`src/rtl/keyscan_pkg.sv`:
```
package keyscan_pkg;
  typedef enum logic {
    KS_IDLE = 1'b0,
    KS_SCAN = 1'b1
  } ks_state_t;
endpackage

```
`src/rtl/ks_idle_watch.sv`:
```
module ks_idle_watch #(
  parameter int COLS = 6
) (
  input  logic            clk,
  input  logic            rst,
  input  logic            tick,
  input  logic            arm,
  input  logic [COLS-1:0] col_n,
  output logic            start
);
  logic [COLS-1:0] ref_q;
  logic            ref_ok;

  // Take a reference on the first idle tick, then compare on every later tick.
  always_ff @(posedge clk) begin
    if (rst || !arm) begin
      ref_q  <= '0;
      ref_ok <= 1'b0;
      start  <= 1'b0;
    end else if (tick) begin
      ref_q  <= col_n;
      ref_ok <= 1'b1;
      start  <= ref_ok && (col_n != ref_q);
    end else begin
      start  <= 1'b0;
    end
  end

  assert_start_when_armed_R2: assert property (@(posedge clk) disable iff (rst)
    start |-> $past(arm));
endmodule

```
`src/rtl/ks_row_seq.sv`:
```
module ks_row_seq #(
  parameter int ROWS      = 5,
  parameter int ROW_TICKS = 128,
  localparam int RW = (ROWS > 1) ? $clog2(ROWS) : 1,
  localparam int TW = (ROW_TICKS > 1) ? $clog2(ROW_TICKS) : 1
) (
  input  logic          clk,
  input  logic          rst,
  input  logic          tick,
  input  logic          run,
  output logic [RW-1:0] row_idx,
  output logic          row_end,
  output logic          cyc_end
);
  localparam logic [TW-1:0] T_LAST = TW'(ROW_TICKS - 1);
  localparam logic [RW-1:0] R_LAST = RW'(ROWS - 1);

  logic [TW-1:0] tcnt;

  always_ff @(posedge clk) begin
    if (rst || !run) begin
      tcnt    <= '0;
      row_idx <= '0;
    end else if (tick) begin
      if (tcnt == T_LAST) begin
        tcnt    <= '0;
        row_idx <= (row_idx == R_LAST) ? '0 : row_idx + 1'b1;
      end else begin
        tcnt <= tcnt + 1'b1;
      end
    end
  end

  assign row_end = run && tick && (tcnt == T_LAST);
  assign cyc_end = row_end && (row_idx == R_LAST);

  assert_row_idx_range_R3: assert property (@(posedge clk) disable iff (rst)
    run |-> (int'(row_idx) < ROWS));
endmodule

```
`src/rtl/ks_image.sv`:
```
module ks_image #(
  parameter int ROWS = 5,
  parameter int COLS = 6,
  localparam int KEYS = ROWS * COLS,
  localparam int RW   = (ROWS > 1) ? $clog2(ROWS) : 1
) (
  input  logic            clk,
  input  logic            rst,
  input  logic            row_end,
  input  logic [RW-1:0]   row_idx,
  input  logic [COLS-1:0] col_n,
  input  logic            track,
  input  logic            chg_clr,
  input  logic            load,
  output logic [KEYS-1:0] snap,
  output logic            chg
);
  logic [KEYS-1:0] image;
  logic [COLS-1:0] pressed;
  logic [COLS-1:0] stored;

  assign pressed = ~col_n;
  assign stored  = image[int'(row_idx)*COLS +: COLS];

  always_ff @(posedge clk) begin
    if (rst) begin
      image <= '0;
      snap  <= '0;
      chg   <= 1'b0;
    end else begin
      if (load) snap <= image;
      if (chg_clr) chg <= 1'b0;
      if (row_end) begin
        image[int'(row_idx)*COLS +: COLS] <= pressed;
        if (track && (pressed != stored)) chg <= 1'b1;
      end
    end
  end

  assert_chg_only_tracked_R6: assert property (@(posedge clk) disable iff (rst)
    $rose(chg) |-> $past(track));
endmodule

```
`src/rtl/keyscan_top.sv`:
```
module keyscan_top #(
  parameter int ROWS       = 5,
  parameter int COLS       = 6,
  parameter int ROW_TICKS  = 128,
  parameter int STOP_TICKS = 10
) (
  input  logic                 clk,
  input  logic                 rst,
  input  logic                 tick,
  input  logic [COLS-1:0]      col_n,
  input  logic                 stop_cmd,
  input  logic                 load_snap,
  output logic [ROWS-1:0]      row_drv,
  output logic                 irq,
  output logic [ROWS*COLS-1:0] snap
);
  import keyscan_pkg::*;

  localparam int RW = (ROWS > 1) ? $clog2(ROWS) : 1;
  localparam int SW = $clog2(STOP_TICKS + 1);
  localparam logic [SW-1:0] S_LAST = SW'(STOP_TICKS - 1);

  ks_state_t     state;
  logic          scanning;
  logic          start;
  logic [RW-1:0] row_idx;
  logic          row_end;
  logic          cyc_end;
  logic          chg;
  logic          first_done;
  logic          stop_pend;
  logic [SW-1:0] stop_cnt;
  logic          stop_take;
  logic          stop_skip;
  logic          stop_fire;
  logic          first_end;

  assign scanning  = (state == KS_SCAN);
  assign stop_take = scanning && stop_cmd && !stop_pend && !chg;
  assign stop_skip = scanning && stop_cmd && !stop_pend && chg;
  assign stop_fire = scanning && stop_pend && tick && (stop_cnt == S_LAST);
  assign first_end = cyc_end && !first_done;

  ks_idle_watch #(.COLS(COLS)) u_watch (
    .clk(clk), .rst(rst), .tick(tick), .arm(!scanning),
    .col_n(col_n), .start(start)
  );

  ks_row_seq #(.ROWS(ROWS), .ROW_TICKS(ROW_TICKS)) u_seq (
    .clk(clk), .rst(rst), .tick(tick), .run(scanning),
    .row_idx(row_idx), .row_end(row_end), .cyc_end(cyc_end)
  );

  ks_image #(.ROWS(ROWS), .COLS(COLS)) u_img (
    .clk(clk), .rst(rst), .row_end(row_end), .row_idx(row_idx),
    .col_n(col_n), .track(first_done),
    .chg_clr(load_snap || stop_skip || start), .load(load_snap),
    .snap(snap), .chg(chg)
  );

  always_ff @(posedge clk) begin
    if (rst) begin
      state      <= KS_IDLE;
      first_done <= 1'b0;
      stop_pend  <= 1'b0;
      stop_cnt   <= '0;
      irq        <= 1'b0;
    end else begin
      case (state)
        KS_IDLE: begin
          if (start) begin
            state      <= KS_SCAN;
            first_done <= 1'b0;
          end
        end
        default: begin
          if (first_end) first_done <= 1'b1;
          if (stop_take) begin
            stop_pend <= 1'b1;
            stop_cnt  <= '0;
          end else if (stop_fire) begin
            state     <= KS_IDLE;
            stop_pend <= 1'b0;
          end else if (stop_pend && tick) begin
            stop_cnt <= stop_cnt + 1'b1;
          end
        end
      endcase
      // A stop that completes wins; a first pass ending wins over a load.
      if (stop_fire)      irq <= 1'b0;
      else if (first_end) irq <= 1'b1;
      else if (load_snap) irq <= 1'b0;
    end
  end

  // Selected row low, all others high; all low while idle.
  assign row_drv = scanning ? ~(ROWS'(1) << row_idx) : '0;

  assert_irq_only_scanning_R4: assert property (@(posedge clk) disable iff (rst)
    irq |-> scanning);
  assert_scan_needs_start_R2: assert property (@(posedge clk) disable iff (rst)
    $rose(scanning) |-> $past(start));
  assert_stop_needs_pend_R5: assert property (@(posedge clk) disable iff (rst)
    $fell(scanning) |-> $past(stop_pend));
  assert_load_drops_irq_R7: assert property (@(posedge clk) disable iff (rst)
    (load_snap && !first_end) |=> !irq);
  assert_skip_keeps_running_R6: assert property (@(posedge clk) disable iff (rst)
    stop_skip |=> (scanning && !stop_pend));
endmodule

```
`config.mk`:
```
export PLATFORM = sky130hd
export DESIGN_NAME = keyscan_top
export DESIGN_NICKNAME = d
export VERILOG_FILES = /design/src/rtl/keyscan_pkg.sv /design/src/rtl/ks_idle_watch.sv /design/src/rtl/ks_row_seq.sv /design/src/rtl/ks_image.sv /design/src/rtl/keyscan_top.sv
export SDC_FILE = /design/constraint.sdc
export NUM_CORES = 1
export LEC_CHECK = 0
export BUFFER_PORTS_ARGS = -buffer_cell sky130_fd_sc_hd__buf_2
export CORE_UTILIZATION = 60
export CTS_CLUSTER_DIAMETER = 150
export DETAILED_ROUTE_END_ITERATION = 16
export PLACE_DENSITY = 0.89
export SYNTH_ARGS = -nofsm -noshare
export SYNTH_HDL_FRONTEND = slang
export SYNTH_HIERARCHICAL = 1
export SYNTH_SLANG_ARGS = --single-unit
```
`constraint.sdc`:
```
create_clock -name clk -period 3.65 [get_ports clk]
set_clock_uncertainty 0.15 [all_clocks]
set_input_delay 0.1825 -clock clk [delete_from_list [all_inputs] [get_ports clk]]
set_output_delay 0.1825 -clock clk [all_outputs]
set_load 0.05 [all_outputs]
```
# Word-level counts from Yosys, hierarchy flattened
# Index checks and enable logic that the tools add are counted.
word_totals:
  word_cells: 85
  mem_bits_rw: 0
  output_inout_bits: 36
  mem_bits_ro: 0
  regBits: 87
  memories: 0
  latchBits: 0
classes:
  div_mod_pow: 0
  multipliers: 1
  reduce_logical: 32
  addsub: 4
  eq_ne: 7
  n_shift: 4
  mux: 21
  n_lt_le_gt_ge: 0
  bitwise_logic: 3
ops:
  columns: ["cell", "count"]
  rows:
  - ["32-bit negator with 33-bit output", 1]
  - ["6-bit by 33-bit variable shift with 30-bit output (first input constant)", 1]
  - ["6-bit by 33-bit variable part select with 30-bit output", 1]
  - ["30-bit by 32-bit variable part select with 6-bit output", 1]
  - ["30-bit bitwise mux", 1]
  - ["1-bit logical AND", 14]
  - ["1-bit two-way mux", 14]
  - ["4-bit two-way mux", 3]
  - ["6-bit inequality test", 2]
  - ["2-bit nonzero test", 4]
  - ["7-bit by 1-bit adder with 7-bit output (second input constant)", 1]
  - ["7-bit equality test (second input constant)", 1]
  - ["7-bit two-way mux", 1]
  - ["6-bit inverter", 1]
  - ["2-bit AND reduction", 3]
  - ["3-bit by 2-bit multiplier with 5-bit output (second input constant)", 1]
  - ["5-bit two-way mux", 1]
  - ["5-bit inverter", 1]
  - ["1-bit by 3-bit left shift with 5-bit output (first input constant)", 1]
  - ["4-bit by 1-bit adder with 4-bit output (second input constant)", 1]
  - ["4-bit equality test (second input constant)", 1]
  - ["1-bit logical NOT", 4]
  - ["1-bit logical OR", 4]
  - ["2-bit OR reduction", 2]
  - ["other kinds (7)", 7]

# Logic depth before layout (Yosys ltp)
# Gate-level depths: netlist (run 1).
logic_depth:
  depth_word: 8
  depth_mapped: 14

# Cells and area by module
# The synthesis (run 1) kept the hierarchy.
modules_own_cells:
  columns: ["mod", "n_inst", "seq_area_each_um2", "cells_each", "area_per_inst_um2"]
  rows:
  - ["ks_image", 1, 1221.2, 426, 3627.2]
  - ["ks_row_seq", 1, 200.2, 65, 564.3]
  - ["keyscan_top", 1, 160.2, 56, 435.4]
  - ["ks_idle_watch", 1, 160.2, 35, 339.1]

# Least setup slack after synthesis (run 1)
# No wires, ideal clock.
synth_timing:
  path_type: "flip-flop to flip-flop"
  startpoint: "register u_seq.row_idx[0]"
  endpoint: "register u_img.image[4]"
  setup_ns: 0.130
  required_time_ns: 3.370
  n_path_buf: 2
  path_stages_with_launch: 12
  period_less_slack_ns: 3.172
  arrival_time_ns: 2.891
  path_slack_ns: 0.478
  path_cell_list: "dfxtp_1 -> ha_1 -> fa_1 -> inv_1 -> ha_1 -> clkbuf_1 -> and2_0 -> and4b_1 -> buf_2 -> a21o_1 -> o221a_2 -> nor3_2"
synth_via:
  elab_chain_cells: 4
synth_rtl:
  columns: ["element", "line", "source"]
  rows:
  - ["start: declaration", "ks_row_seq.sv:11", "output logic [RW-1:0] row_idx,"]
  - ["start signal: assignment", "ks_row_seq.sv:27", "row_idx <= (row_idx == R_LAST) ? '0 : row_idx + 1'b1;"]
  - ["3-bit by 2-bit multiplier with 5-bit output *", "ks_image.sv:34", "image[int'(row_idx)*COLS +: COLS] <= pressed;"]
  - ["32-bit negator with 33-bit output *", "ks_image.sv:34", null]
  - ["6-bit by 33-bit variable part select with 30-bit output or 6-bit by 33-bit variable shift with 30-bit output (tied branches)", "ks_image.sv:34", null]
  - ["30-bit bitwise mux *", "ks_image.sv:34", null]
  - ["end signal: indexed assignment", "ks_image.sv:34", null]
  - ["end: declaration", "ks_image.sv:18", "logic [KEYS-1:0] image;"]
# Every way passes the cells marked *; elsewhere a longest branch is shown, timed or not.
# A chain may end at the register's enable or synchronous reset.

# Worst setup path in the final report (run 1)
layout_timing:
  startpoint: "register u_seq.row_idx[1]"
  endpoint: "register u_img.image[28]"
# Same word-level chain as after synthesis.

==> impl_metrics.py, run 1 <==
metrics = {
    "status": {
        "status": "finished clean",
    },
    "clock_network": {
        "clock_path_buffers": 2,
        "hold_buffers": 0,
        "cts_buffers": 9,
        "clk_pin_slew_ps": 100,
        "cts_tree": "done",
        "cts.sinks": 87,
        "cts_max_level": 3,
        "cts_resized": 0,
        "insertion_delay_ps": 370,
        "cts_setup_buffers": 0,
        "cts-root-buf": "clkbuf_8",
    },
    "synth": {
        "yosysTopAreaCellShare_pct": 35.07,
        "netlist_instances": 582,
        "syn_area_mm2": 0.004966,
        "synth.area.top_cells": "dfxtp_1, mux2i_1, nor2_1",
        "ys_seq_area_share_pct": 35.07,
        "synth_fp_nets": 606,
        "syn_area_per_cell_um2": 8.533,
        "async_flop_share_pct": 0,
        "synth_top_area_cell": "dfxtp_1",
        "ys_ff_latch": 87,
        "synth_edf_count": 0,
        "synthFlopType": "dfxtp_1",
        "synth_cell_type_count": 73,
        "ys_warn_count": 6,
    },
    "timing": {
        "slew_violations": 0,
        "fin_crit_ps": 3162,
        "tightest_slew_ps": 682.3,
        "period_share_pct": 86.63,
        "hold_ws_ps": 68.03,
        "rsz0062_at_grt": "no",
        "setup_tns_ps": 0,
        "setup_violations": 0,
        "max_freq_mhz": 316.3,
        "relSlewSlack_pct": 54.52,
        "hold_violations": 0,
    },
    "hold_path": {
        "min_delay_path_depth": 4,
        "hold_class": "in -> reg",
    },
    "grt": {
        "grt_pass1_wl_mm": 21.40,
        "overflow": 0,
        "grt_max_degree": 49,
        "grt_pass1_vias": 4237,
        "grtUsageMet1_pct": 43.72,
        "use_met2_pct": 49.57,
        "grt_usage_pct": 31.86,
        "grt-busiest-layer": "met2",
        "grt_use_met3_pct": 5.122,
        "antenna_found_initial": 0,
    },
    "critical_path": {
        "cp.depth": 9,
        "path_max_fanout": 27,
        "arrival_ps": 3280,
        "r2r_slack_ps": 490,
        "startpoint_type": "register",
        "cp.buffers_inverters": 3,
        "reg2reg_depth": 9,
        "path_common_cell": "buf_4",
        "worstPathCellList": "buf_4 -> fa_1 -> inv_1 -> ha_1 -> buf_4 -> nand2b_1 -> o21ai_0 -> nand2_1 -> mux2_2",
        "criticalPathCategory": "reg -> reg",
        "max_stage_delay_ps": 720,
        "cpMaxStageDelayCell": "fa_1",
        "critical-path-top-delay-family": "adder cells",
        "required_ps": 3770,
        "end_kind": "register",
    },
    "die": {
        "dieHeight_um": 92.98,
        "coreArea_mm2": 0.007848,
        "die-area_mm2": 0.008644,
        "pin_count": 47,
        "start_util_pct": 63.28,
        "num_rows": 32,
        "die_w_um": 92.98,
    },
    "pwr": {
        "peakVddDrop_mv": 0.2025,
        "p_leak_nw": 2.229,
        "p_total_mw": 1.754,
        "p_per_area_mw_per_mm2": 323.8,
    },
    "route": {
        "wl_mm": 13.23,
        "drt.antenna.violating_nets": 0,
        "wl_per_cell_um": 18.40,
        "drt_iter0_markers": 398,
        "viasPerCell": 6.353,
        "dr.pass1.iters": 5,
        "vias": 4568,
        "drc": 0,
    },
    "finish": {
        "layout_commonest_cell": "dfxtp_1",
        "post-route-util_pct": 69.01,
        "final_cell_mix": "dfxtp_1, nor2_1, mux2i_1",
        "nets": 636,
        "antenna-diode-count": 0,
        "area_growth_pct": 9.045,
        "drive_above_1_share_pct": 17.18,
    },
    "place": {
        "numPortBuffers": 46,
        "dp_hpwl_mm": 9.561,
        "gp_congestion": 0.9338,
    },
    "run": {
        "maxCapViolations": 0,
    },
}
## power by group
part           total (mW)  switching, mW  leakage (nW)  internal [mW]
sequential          0.960        0.00543         0.702          0.955
combinational       0.106         0.0706          1.43         0.0356
clock               0.687          0.367        0.0933          0.320
total                1.75          0.443          2.23           1.31
## per-layer routing
layer	up-vias	wire, µm
met5	-	0
met4	0	385
met3	37	1061
met2	213	5839
met1	2180	5944
li1	2138	-
## flip-flops by register name, summed over array words and instances, names as in the netlist
signal,count
irq,1
u_seq/row_idx,3
scanning,1
stop_pend,1
u_seq/tcnt,7
u_img/chg,1
u_img/image,30
u_img/snap,30
first_done,1
stop_cnt,4
u_watch/ref_ok,1
u_watch/start,1
u_watch/ref_q,6
## worst paths after layout
kind	from	endpoint
worst max-delay path	u_seq/row_idx[1]$_SDFFE_PP0P_	u_img/image[28]$_SDFFE_PP0P_
worst min-delay path	stop_cmd	stop_pend$_SDFFE_PP0P_
worst min register to register	u_watch/ref_ok$_SDFFE_PP0P_	u_watch/ref_ok$_SDFFE_PP0P_
worst max register to register	u_seq/row_idx[1]$_SDFFE_PP0P_	u_img/image[28]$_SDFFE_PP0P_
## stage by stage
step	cell area [µm²]	setup slack [ps]	std cells
2_1_floorplan	4966	478.3	582
3_3_place_gp	5220	585.2	703
3_5_place_dp	5220	506.9	703
4_1_cts	5415	499.8	719
5_1_grt	5415	274.1	719
6_report	5415	488.0	719
## kinds of logic after synthesis
logic type | count (synthesis) | share of synthesized area [%]
adders and majority gates | 13 | 3.426
muxes | 71 | 14.66
and+or+nand+nor | 222 | 23.48
buffers and inverters | 56 | 4.988
AOI/OAI and AO/OA | 116 | 15.07
DFF | 87 | 35.07
xor gates and xnor gates | 17 | 3.300
## layout make-up
type / instances / area (µm²)
clock buffers: 10 / 127.6
clock inverters: 6 / 67.56
fillers: 685 / 2432
inverters: 20 / 76.32
multi-input cells: 439 / 2977
flip-flops and latches: 87 / 1742
well taps: 102 / 127.6
repair buffers: 55 / 297.8
## cell usage after synthesis (5+ instances only)
library cell,number
o21ai_0,21
nand4_1,5
nand3_1,12
and3_1,8
ha_1,12
o31ai_1,5
mux2i_1,57
nor2b_1,11
nor2_1,79
buf_2,5
or3_1,5
a21oi_1,38
mux2_2,14
clkbuf_1,24
dfxtp_1,87
nor4_1,6
xor2_1,11
nand2b_1,17
nor3_1,13
o22ai_1,9
inv_1,18
nand2_1,32
nand3b_1,8
a22oi_1,6
## worst min-delay path, delay by kind of cell
kind                   cells  cell delay (ps)
AOI/OAI and AO/OA          1              130
buffers and inverters      1              100
and+or+nand+nor            2              150
Power figures use the tool's default switching activity.
==> run 2, diff against run 1 <==
--- a/config.mk
+++ b/config.mk
@@ -5,6 +5,7 @@
 export SDC_FILE = /design/constraint.sdc
 export NUM_CORES = 1
 export LEC_CHECK = 0
+export ABC_AREA = 1
 export BUFFER_PORTS_ARGS = -buffer_cell sky130_fd_sc_hd__buf_2
 export CORE_UTILIZATION = 60
 export CTS_CLUSTER_DIAMETER = 150
==> run 2 against run 1 <==
Global-route usage rose by 1.1 points. Synthesized cell count increased by 29%. Sequential power is 2.7% higher. Largest power group unchanged.
==> impl_metrics.py, run 2 <==
metrics = {
    "status": {
        "status": "finished clean",
    },
    "critical_path": {
        "cpMaxStageDelayCell": "dfxtp_1",
        "path_common_cell": "nor2_1",
        "critical-path-top-delay-family": "adder cells",
        "startpoint_type": "register",
        "arrival_ps": 3380,
        "reg2reg_depth": 14,
        "path_max_fanout": 10,
        "r2r_slack_ps": 370,
        "required_ps": 3750,
        "cp.buffers_inverters": 2,
        "end_kind": "register",
        "criticalPathCategory": "reg -> reg",
        "r2r_start": "u_seq/row_idx[1]$_SDFFE_PP0P_",
        "cp.depth": 14,
        "r2r-end": "u_img/image[18]$_SDFFE_PP0P_",
        "cp-endpoint": "u_img/image[18]$_SDFFE_PP0P_",
        "cp-startpoint": "u_seq/row_idx[1]$_SDFFE_PP0P_",
        "worstPathCellList": "ha_1 -> fa_1 -> nor2_1 -> inv_1 -> nor2_1 -> ha_1 -> inv_1 -> nor2_4 -> nand2_2 -> nor2_1 -> a21boi_2 -> nand2_1 -> nand2_1 -> nor2_1",
        "max_stage_delay_ps": 560,
    },
    "synth": {
        "yosysTopAreaCellShare_pct": 35.20,
        "syn_area_mm2": 0.004948,
        "synth_top_area_cell": "dfxtp_1",
        "synth.area.top_cells": "dfxtp_1, nand2_1, inv_1",
        "async_flop_share_pct": 0,
        "synthAdderAreaFrac_pct": 3.439,
        "yosysMostFrequentCell": "nand2_1",
        "ys_seq_area_share_pct": 35.20,
        "synth_compound_area_share_pct": 15.04,
        "synth_top_family_by_area": "simple AND/OR/NAND/NOR gates",
        "netlist_instances": 752,
        "synth_cell_type_count": 42,
        "synth_edf_count": 0,
        "synth-xor-area-share_pct": 1.062,
        "ys_ff_latch": 87,
        "ys_warn_count": 6,
        "synthMuxAreaShare_pct": 0,
        "synth_fp_nets": 776,
        "syn_area_per_cell_um2": 6.580,
        "synth-simple-area-share_pct": 33.83,
        "netlist_top_cells_count": "nand2_1, inv_1, dfxtp_1",
        "synthFlopType": "dfxtp_1",
    },
    "timing": {
        "fin_crit_ps": 3284,
        "hold_violations": 0,
        "tightest_slew_ps": 888.7,
        "rsz0062_at_grt": "no",
        "relSlewSlack_pct": 40.75,
        "setup_tns_ps": 0,
        "setup_violations": 0,
        "period_share_pct": 89.98,
        "slew_violations": 0,
        "max_freq_mhz": 304.5,
    },
    "clock_network": {
        "cts_resized": 0,
        "clk_pin_slew_ps": 90,
        "cts_buffers": 9,
        "clock_path_buffers": 2,
        "cts.sinks": 87,
        "cts_setup_buffers": 0,
        "cts_tree": "done",
        "cts-root-buf": "clkbuf_8",
        "insertion_delay_ps": 350,
        "cts_max_level": 3,
    },
    "pwr": {
        "p_sw_share_pct": 29.00,
        "peakVddDrop_mv": 0.1617,
        "p_comb_share_pct": 10.6,
        "pwr-share-clk_pct": 35.5,
        "p_leak_nw": 2.696,
        "p_switching_uw": 530.1,
        "seqPwrFrac_pct": 53.9,
        "p_per_area_mw_per_mm2": 331.3,
        "p_int_mw": 1.298,
    },
    "route": {
        "drt_iter0_markers": 342,
        "drc": 0,
        "wl_per_cell_um": 15.04,
        "viasPerCell": 5.535,
        "drt.antenna.violating_nets": 0,
        "wl_mm": 13.65,
        "vias": 5026,
        "dr.pass1.iters": 5,
    },
    "place": {
        "dp_hpwl_mm": 10.39,
        "gp_congestion": 1.040,
        "numPortBuffers": 46,
    },
    "die": {
        "start_util_pct": 63.06,
        "pin_count": 47,
        "die-area_mm2": 0.008615,
        "coreArea_mm2": 0.007848,
        "num_rows": 32,
        "dieHeight_um": 92.82,
        "die_w_um": 92.82,
    },
    "finish": {
        "nets": 825,
        "post-route-util_pct": 70.31,
        "antenna-diode-count": 0,
        "drive_above_1_share_pct": 14.39,
        "area_growth_pct": 11.50,
        "final_cell_mix": "nand2_1, inv_1, dfxtp_1",
        "largestRegisters": "u_img/image (30), u_img/snap (30), u_seq/tcnt (7)",
        "fill_cells": 685,
        "layout_commonest_cell": "nand2_1",
    },
    "grt": {
        "grt_pass1_vias": 4751,
        "grt_max_degree": 63,
        "antenna_found_initial": 0,
        "overflow": 0,
        "grt_pass1_wl_mm": 22.16,
        "grt_usage_pct": 32.97,
    },
    "run": {
        "maxCapViolations": 0,
    },
    "hold_path": {
        "hold_class": "in -> reg",
    },
}
[run 2: cell types whose count changed in the layout (fill, tap and decap cells not counted), moves of 9 or more]
cell and delta:
a21oi_1 +25, inv_1 +93, mux2_2 -14, mux2i_1 -57
nand2_1 +157, nand2_2 +9, nand2b_1 -17, nand3_1 +49
nor2b_1 -11, o21ai_0 +28, o22ai_1 -9, xor2_1 -9
[run 2: worst reg2reg max path: stages (launching register included)]
cell and delay (ps):
dfxtp_1 560, ha_1 290, fa_1 480, nor2_1 180
inv_1 70, nor2_1 150, ha_1 330, inv_1 200
nor2_4 80, nand2_2 100, nor2_1 90, a21boi_2 270
nand2_1 110, nand2_1 90, nor2_1 40
[run 2: per-stage QoR]
| stage | instances | area (µm²) | hold slack [ps] | power (mW) | worst slack [ps] |
|---|---|---|---|---|---|
| after floorplan | 752 | 4949 | 101.6 | 1.146 | 856.7 |
| after global placement | 886 | 5258 | 293.3 | 1.188 | 547.7 |
| after detailed placement | 886 | 5258 | 302.1 | 1.195 | 425.0 |
| after CTS | 907 | 5498 | 15.75 | 1.838 | 379.4 |
| after global routing | 908 | 5518 | 22.33 | 1.898 | 37.30 |
| final | 908 | 5518 | 26.70 | 1.828 | 365.9 |
[run 2: kinds of logic after synthesis]
logic type	after synthesis
AND/OR/NAND/NOR	371
buffers and inverters	142
AO/OA/AOI/OAI	133
flip-flops	87
adder cells (fa/ha/maj)	13
XOR/XNOR	6
[run 2: area by class of cell]
cell class / instances / area [µm²] / area share [%]
repair buffers: 61 / 367.9 / 6.667
multi-input cells: 523 / 2641 / 47.87
flip-flops and latches: 87 / 1742 / 31.56
clock buffers: 10 / 137.6 / 2.494
well taps: 102 / 127.6 / 2.313
clock inverters: 6 / 52.55 / 0.9524
inverters: 119 / 449.2 / 8.141
[run 2: worst min-delay path by stage]
stage,startpoint,endpoint,slack (ps),cells after the start
6_report,col_n[2],u_watch/ref_q[2]$_SDFFE_PP0P_,30,3
5_1_grt,col_n[2],u_watch/ref_q[2]$_SDFFE_PP0P_,20,3
4_1_cts,col_n[2],u_watch/ref_q[2]$_SDFFE_PP0P_,20,3
3_5_place_dp,irq$_SDFFE_PP0P_,irq$_SDFFE_PP0P_,300,2
3_3_place_gp,u_watch/ref_ok$_SDFFE_PP0P_,u_watch/ref_ok$_SDFFE_PP0P_,290,2
2_1_floorplan,rst,scanning$_SDFF_PP0_,100,1
[run 2: power groups by stage]
stage,Clock [mW],Combinational (mW),Sequential (mW)
global placement,0,0.182,1.01
CTS,0.661,0.191,0.986
global route,0.699,0.210,0.989
detailed placement,0,0.187,1.01
finish,0.648,0.194,0.986
floorplan,0,0.0839,1.06
[run 2: timing repair]
action                                  CTS  global route
hold buffers                              5             0
endpoints found under the setup margin    0             0
endpoints found under the hold margin     5             0
[run 2: metal layers]
| layer | track usage (%) | part of all wire, % | wire, µm |
|---|---|---|---|
| met5 | 0 | 0 | 0 |
| met2 | 56.50 | 48 | 6576 |
| met4 | 18.21 | 5.0 | 686 |
| met1 | 39.19 | 41 | 5580 |
| met3 | 5.008 | 5.9 | 809 |
